--- config.mk ---
export PLATFORM = sky130hd
export DESIGN_NAME = nbReadBridge
export DESIGN_NICKNAME = d
export VERILOG_FILES = /design/src/rtl/nbrPkg.sv /design/src/rtl/nbrCtrl.sv /design/src/rtl/nbrDatapath.sv /design/src/rtl/nbReadBridge.sv
export SDC_FILE = /design/constraint.sdc
export NUM_CORES = 1
export LEC_CHECK = 0
export BUFFER_PORTS_ARGS = -buffer_cell sky130_fd_sc_hd__buf_4
export CAP_MARGIN = 20
export CORE_AREA = 3 3 77 79
export CTS_CLUSTER_DIAMETER = 40
export CTS_CLUSTER_SIZE = 16
export DETAILED_ROUTE_END_ITERATION = 16
export DIE_AREA = 0 0 80 82
export PLACE_DENSITY_LB_ADDON = 0.12
export SLEW_MARGIN = 20
export SYNTH_ARGS = -nofsm -noshare
export SYNTH_HDL_FRONTEND = slang
export SYNTH_SLANG_ARGS = --single-unit
--- constraint.sdc ---
create_clock -name clk -period 2.7 [get_ports clk]
set_clock_uncertainty 0.15 [all_clocks]
set_input_delay 0.54 -clock clk [delete_from_list [all_inputs] [get_ports clk]]
set_output_delay 0.54 -clock clk [all_outputs]
set_load 0.05 [all_outputs]
--- src/rtl/nbrPkg.sv ---
package nbrPkg;

  // Per-slot strobes from the schedule decoder to the datapath
  typedef struct packed {
    logic trig;       // slave start slot
    logic mAddrFirst; // first master address slot
    logic sAddrWin;   // slave address window
    logic sDataFirst; // first slave data slot
    logic mDataWin;   // master data window
  } nbrStrobe_t;

endpackage

--- src/rtl/nbrCtrl.sv ---
module nbrCtrl
  import nbrPkg::*;
#(
  parameter int M1 = 0,
  parameter int M2 = 1,
  parameter int M3 = 4,
  parameter int M4 = 1,
  parameter int M5 = 0,
  parameter int S1 = 0,
  parameter int S2 = 1,
  parameter int S3 = 2,
  parameter int S4 = 3,
  parameter int S5 = 0
) (
  input  logic       clk,
  input  logic       rstN,
  input  logic       mStart,
  output nbrStrobe_t strobe,
  output logic       cfgError
);

  localparam int MX     = (M1 != 0) ? M1 : M2;
  localparam int TRIG   = 1 + MX;
  localparam int MA_LO  = 1 + M1;
  localparam int MD_LO  = 1 + M1 + M2 + M3;
  localparam int MD_HI  = M1 + M2 + M3 + M4;
  localparam int SA_LO  = TRIG + S1;
  localparam int SA_HI  = SA_LO + S2 - 1;
  localparam int SD_LO  = SA_LO + S2 + S3;
  localparam int M_END  = M1 + M2 + M3 + M4 + M5;
  localparam int S_END  = MX + S1 + S2 + S3 + S4 + S5;
  localparam int LAST   = (M_END > S_END) ? M_END : S_END;
  localparam int CW     = $clog2(LAST + 2);
  localparam bit FEASIBLE = (M2 > 0) && (M4 > 0) && (S2 > 0) && (S4 > 0)
                            && (SD_LO <= MD_LO);
  localparam logic [CW-1:0] LASTV = CW'(LAST);

  logic [CW-1:0] cnt;
  logic [CW-1:0] slotNow;
  logic          busy;

  assign busy = (cnt != '0);

  // Slot 1 is the idle cycle that sees the start strobe
  always_comb begin
    if (busy)                   slotNow = cnt;
    else if (mStart && FEASIBLE) slotNow = CW'(1);
    else                        slotNow = '0;
  end

  always_ff @(posedge clk or negedge rstN) begin
    if (!rstN)                                 cnt <= '0;
    else if (slotNow != '0 && slotNow < LASTV) cnt <= slotNow + CW'(1);
    else                                       cnt <= '0;
  end

  function automatic logic inWin(input int s, input int lo, input int hi);
    return (s != 0) && (s >= lo) && (s <= hi);
  endfunction

  generate
    if (FEASIBLE) begin : g_run
      always_comb begin
        strobe.trig       = (int'(slotNow) == TRIG);
        strobe.mAddrFirst = (int'(slotNow) == MA_LO);
        strobe.sAddrWin   = inWin(int'(slotNow), SA_LO, SA_HI);
        strobe.sDataFirst = (int'(slotNow) == SD_LO);
        strobe.mDataWin   = inWin(int'(slotNow), MD_LO, MD_HI);
      end
    end else begin : g_off
      assign strobe = '0;
    end
  endgenerate

  assign cfgError = !FEASIBLE;

endmodule

--- src/rtl/nbrDatapath.sv ---
module nbrDatapath
  import nbrPkg::*;
#(
  parameter int AW = 16,
  parameter int DW = 32
) (
  input  logic          clk,
  input  logic          rstN,
  input  nbrStrobe_t    strobe,
  input  logic [AW-1:0] mAddr,
  input  logic [DW-1:0] sData,
  output logic          sTrigger,
  output logic [AW-1:0] sAddr,
  output logic          sAddrValid,
  output logic [DW-1:0] mData,
  output logic          mDataValid
);

  logic [AW-1:0] addrHold;
  logic [DW-1:0] dataHold;

  always_ff @(posedge clk or negedge rstN) begin
    if (!rstN) begin
      addrHold <= '0;
      dataHold <= '0;
    end else begin
      if (strobe.mAddrFirst) addrHold <= mAddr;
      if (strobe.sDataFirst) dataHold <= sData;
    end
  end

  assign sTrigger   = strobe.trig;
  assign sAddrValid = strobe.sAddrWin;
  assign sAddr      = strobe.sAddrWin
                      ? (strobe.mAddrFirst ? mAddr : addrHold) : '0;
  assign mDataValid = strobe.mDataWin;
  assign mData      = strobe.mDataWin
                      ? (strobe.sDataFirst ? sData : dataHold) : '0;

endmodule

--- src/rtl/nbReadBridge.sv ---
module nbReadBridge
  import nbrPkg::*;
#(
  parameter int M1 = 0,
  parameter int M2 = 1,
  parameter int M3 = 4,
  parameter int M4 = 1,
  parameter int M5 = 0,
  parameter int S1 = 0,
  parameter int S2 = 1,
  parameter int S3 = 2,
  parameter int S4 = 3,
  parameter int S5 = 0,
  parameter int AW = 16,
  parameter int DW = 32
) (
  input  logic          clk,
  input  logic          rstN,
  input  logic          mStart,
  input  logic [AW-1:0] mAddr,
  output logic          sTrigger,
  output logic [AW-1:0] sAddr,
  output logic          sAddrValid,
  input  logic [DW-1:0] sData,
  output logic [DW-1:0] mData,
  output logic          mDataValid,
  output logic          cfgError
);

  nbrStrobe_t strobe;

  nbrCtrl #(
    .M1(M1), .M2(M2), .M3(M3), .M4(M4), .M5(M5),
    .S1(S1), .S2(S2), .S3(S3), .S4(S4), .S5(S5)
  ) u_ctrl (
    .clk      (clk),
    .rstN     (rstN),
    .mStart   (mStart),
    .strobe   (strobe),
    .cfgError (cfgError)
  );

  nbrDatapath #(.AW(AW), .DW(DW)) u_dp (
    .clk        (clk),
    .rstN       (rstN),
    .strobe     (strobe),
    .mAddr      (mAddr),
    .sData      (sData),
    .sTrigger   (sTrigger),
    .sAddr      (sAddr),
    .sAddrValid (sAddrValid),
    .mData      (mData),
    .mDataValid (mDataValid)
  );

endmodule

==> insert_results.sql <==
INSERT INTO impl_metrics (metric_group, metric, value, unit) VALUES
('floorplanning', 'die_h', '82', 'µm'),
('worst_setup_path', 'worstSetupPathType', 'reg2out', ''),
('drt', 'post_drt_via_cell_ratio', '5.06', ''),
('yosys', 'synthesis.area_per_instance', '11.6', 'µm²'),
('drt', 'routed_wl', '6590', 'µm'),
('placed_design', 'place.detailed.instances', '382', ''),
('worst_setup_path', 'timing.reg2reg.worst_path_depth', '6', ''),
('sta', 'final_hold_viol_count', '0', ''),
('floorplanning', 'die_x', '80', 'µm'),
('drt', 'dr.max_layer_used', 'met4', ''),
('worst_setup_path', 'worst_setup_path_start', 'u_ctrl.cnt[3]', ''),
('sta', 'setup-tns-final', '-0.0131', 'ns'),
('worst_setup_path', 'critical-path-max-stage-delay', '0.43', 'ns'),
('placed_design', 'placer_congestion_estimate', '0.681', ''),
('layout', 'post_route_cells_drive_above_1_share', '62.7', '%'),
('outcome', 'outcome', 'finished with violations', ''),
('sta', 'unrepaired_setup_endpoints_after_global_routing', 'true', ''),
('layout', 'final_nets', '382', ''),
('yosys', 'yosys_warnings', '0', ''),
('drt', 'wl_per_cell', '16.3', 'µm'),
('placed_design', 'placement.setup.worst_slack', '0.239', 'ns'),
('worst_setup_path', 'endpoint_kind', 'primary output', ''),
('sta', 'holdWs', '0.102', 'ns'),
('clock_network', 'insertion_delay', '0.30', 'ns'),
('grt', 'groute.usage.overall', '19.3', '%'),
('sta', 'timing.final.max_slew_violations', '0', ''),
('layout', 'most-common-layout-cells', '85 x sky130_fd_sc_hd__buf_4, 49 x sky130_fd_sc_hd__dfrtp_1, 32 x sky130_fd_sc_hd__mux2_4, 31 x sky130_fd_sc_hd__buf_6, 20 x sky130_fd_sc_hd__nor2b_4', ''),
('drt', 'detail_route.drc_violations', '0', ''),
('worst_setup_path', 'crit_path_top_delay_cell', 'sky130_fd_sc_hd__dfrtp_2', ''),
('grt', 'grt_pass1_vias', '2082', ''),
('layout', 'layout_cells_excl_fill', '404', ''),
('sta', 'post-route-worst-setup-slack', '-0.00707', 'ns'),
('worst_setup_path', 'worst_path_dominant_cell_family', 'buffers and inverters', ''),
('drt', 'dr_total_vias', '2043', ''),
('clock_network', 'cts_tree', 'built', ''),
('worst_setup_path', 'critical-path-top-cell-by-count', 'sky130_fd_sc_hd__buf_6', ''),
('yosys', 'yosys_register_bits', '52', ''),
('drt', 'route.antenna.remaining_nets', '0', ''),
('power', 'irDropWorstVdd', '309', 'µV'),
('layout', 'mostFrequentLayoutCell', 'sky130_fd_sc_hd__buf_4', ''),
('grt', 'grt_remaining_overflow', '0', ''),
('worst_setup_path', 'launching_element_type_of_the_critical_path', 'flip-flop', ''),
('sta', 'max_clock_freq', '369', 'MHz'),
('sta', 'worst_slew_pin_slew', '0.659', 'ns'),
('worst_setup_path', 'reg2reg_setup_slack', '0.52', 'ns'),
('worst_setup_path', 'worst-endpoint-arrival', '2.02', 'ns'),
('grt', 'wire_length_of_the_first_global_routing_pass', '9710', 'µm'),
('drt', 'met1_wire_length', '2640', 'µm'),
('floorplanning', 'initial_core_util', '46.5', '%'),
('layout', 'fillers', '373', ''),
('clock_network', 'cts_htree_levels', '2', ''),
('grt', 'number_of_antenna_violations_at_the_first_check_in_global_routing', '0', ''),
('drt', 'dr.first_iter.drc_count', '77', ''),
('outcome', 'violations_in_the_final_reports', 'negative setup slack', ''),
('yosys', 'synth-seq-area-share', '51.8', '%'),
('yosys', 'syn-cell-area', '2510', 'µm²'),
('drt', 'dr_wl_met2', '3260', 'µm'),
('yosys', 'synthesis.instances', '217', ''),
('sta', 'report.final.setup_viol', '2', ''),
('layout', 'synthToLayoutAreaGrowth', '59.0', '%'),
('worst_setup_path', 'worst-path-buf-inv', '3', ''),
('sta', 'timing.final.crit_share', '100', '%'),
('floorplanning', 'rows', '27', ''),
('worst_setup_path', 'worstReg2RegEnd', 'u_dp.addrHold[10]', ''),
('floorplanning', 'ioPinCount', '103', ''),
('worst_hold_path', 'timing.hold.worst.class', 'in2async', ''),
('placed_design', 'detailed_place_hpwl', '3890', 'µm'),
('power', 'power.density_cell_area', '481', 'nW/µm²'),
('worst_setup_path', 'r2r-start', 'u_ctrl.cnt[1]', ''),
('worst_setup_path', 'crit_fanout', '8', ''),
('job', 'cap_viol_max_count', '0', '');
## worst max-delay path by stage
| stage | endpoint | slack [ns] | depth (start not counted) |
|---|---|---|---|
| floorplan | sAddr[10] | 0.002 | 4 |
| global placement | mData[11] | 0.25 | 5 |
| detailed placement | mData[12] | 0.24 | 5 |
| CTS | mData[12] | -0.009 | 6 |
| global route | mData[10] | -0.1 | 6 |
| finish | mData[10] | -0.007 | 6 |
## sequential cells by signal, indices dropped and copies added, names as in the netlist
register,flops
u_dp.dataHold,32
u_ctrl.cnt,4
u_dp.addrHold,16
## layer usage
metal	vias up	global-route usage, %
met2	83	32.8
met5	-	0
met1	989	23.3
met3	7	6.25
li1	964	-
met4	0	6.08
## layout make-up
cell class                      count  area (µm²)  share of cell area [%]
Clock buffer                        8        90.1                    2.25
Multi-Input combinational cell    145        1390                    34.6
Tap cell                           72        90.1                    2.25
Inverter                            4        15.0                   0.376
Timing Repair Buffer              123        1110                    27.8
Sequential cell                    52        1310                    32.6
## timing repair
item,CTS,global route
setup endpoints to repair,33,45
gates cloned,2,0
pin swaps,1,1
resized for setup,42,92
setup buffers,4,8
hold buffers,0,0
## metrics by stage
| stage | area (µm²) | power (mW) | util, % |
|---|---|---|---|
| global placement | 3330 | 1.38 | 61.6 |
| detailed placement | 3330 | 1.39 | 61.6 |
| floorplan | 2520 | 1.24 | - |
| CTS | 3600 | 1.86 | 66.7 |
| global route | 4000 | 2.02 | 74.0 |
| finish | 4000 | 1.92 | 74.0 |
## synthesized netlist by cell type
library cell	instances	area share [%]
sky130_fd_sc_hd__dfrtp_1	52	52
sky130_fd_sc_hd__mux2_2	42	19
sky130_fd_sc_hd__nor2b_1	32	8.0
sky130_fd_sc_hd__nand3_1	18	3.6
sky130_fd_sc_hd__a21oi_1	16	3.2
sky130_fd_sc_hd__o21ai_0	16	3.2
sky130_fd_sc_hd__clkbuf_1	9	1.3
sky130_fd_sc_hd__buf_6	6	2.7
sky130_fd_sc_hd__mux2_1	6	2.7
sky130_fd_sc_hd__inv_1	4	0.60
sky130_fd_sc_hd__nor2_1	4	0.60
sky130_fd_sc_hd__a211oi_1	2	0.60
sky130_fd_sc_hd__buf_2	1	0.20
sky130_fd_sc_hd__buf_4	1	0.30
sky130_fd_sc_hd__conb_1	1	0.15
sky130_fd_sc_hd__nand2_1	1	0.15
sky130_fd_sc_hd__nor3_4	1	0.65
sky130_fd_sc_hd__nor4bb_1	1	0.40
sky130_fd_sc_hd__o21a_1	1	0.30
sky130_fd_sc_hd__or2_1	1	0.25
sky130_fd_sc_hd__or2_2	1	0.25
sky130_fd_sc_hd__xnor2_1	1	0.35
## logic make-up (layout without fill, tap and decap cells)
logic type | count (synthesis) | count (layout) | synth area share, %
and+or+nand+nor | 59 | 59 | 13.8
DFF | 52 | 52 | 51.8
muxes | 48 | 48 | 21.5
AOI/OAI and AO/OA | 35 | 35 | 7.27
buffers and inverters | 21 | 135 | 5.13
other | 1 | 2 | 0.149
xor gates and xnor gates | 1 | 1 | 0.348
## report_power, final
| part | switching, mW | leakage (nW) | internal (mW) |
|---|---|---|---|
| Combinational | 0.239 | 1.09 | 0.278 |
| Sequential | 0.0479 | 0.675 | 0.897 |
| Clock | 0.250 | 0.0455 | 0.210 |
| Total | 0.537 | 1.81 | 1.38 |
No activity file was read; power rests on OpenSTA's default activity.
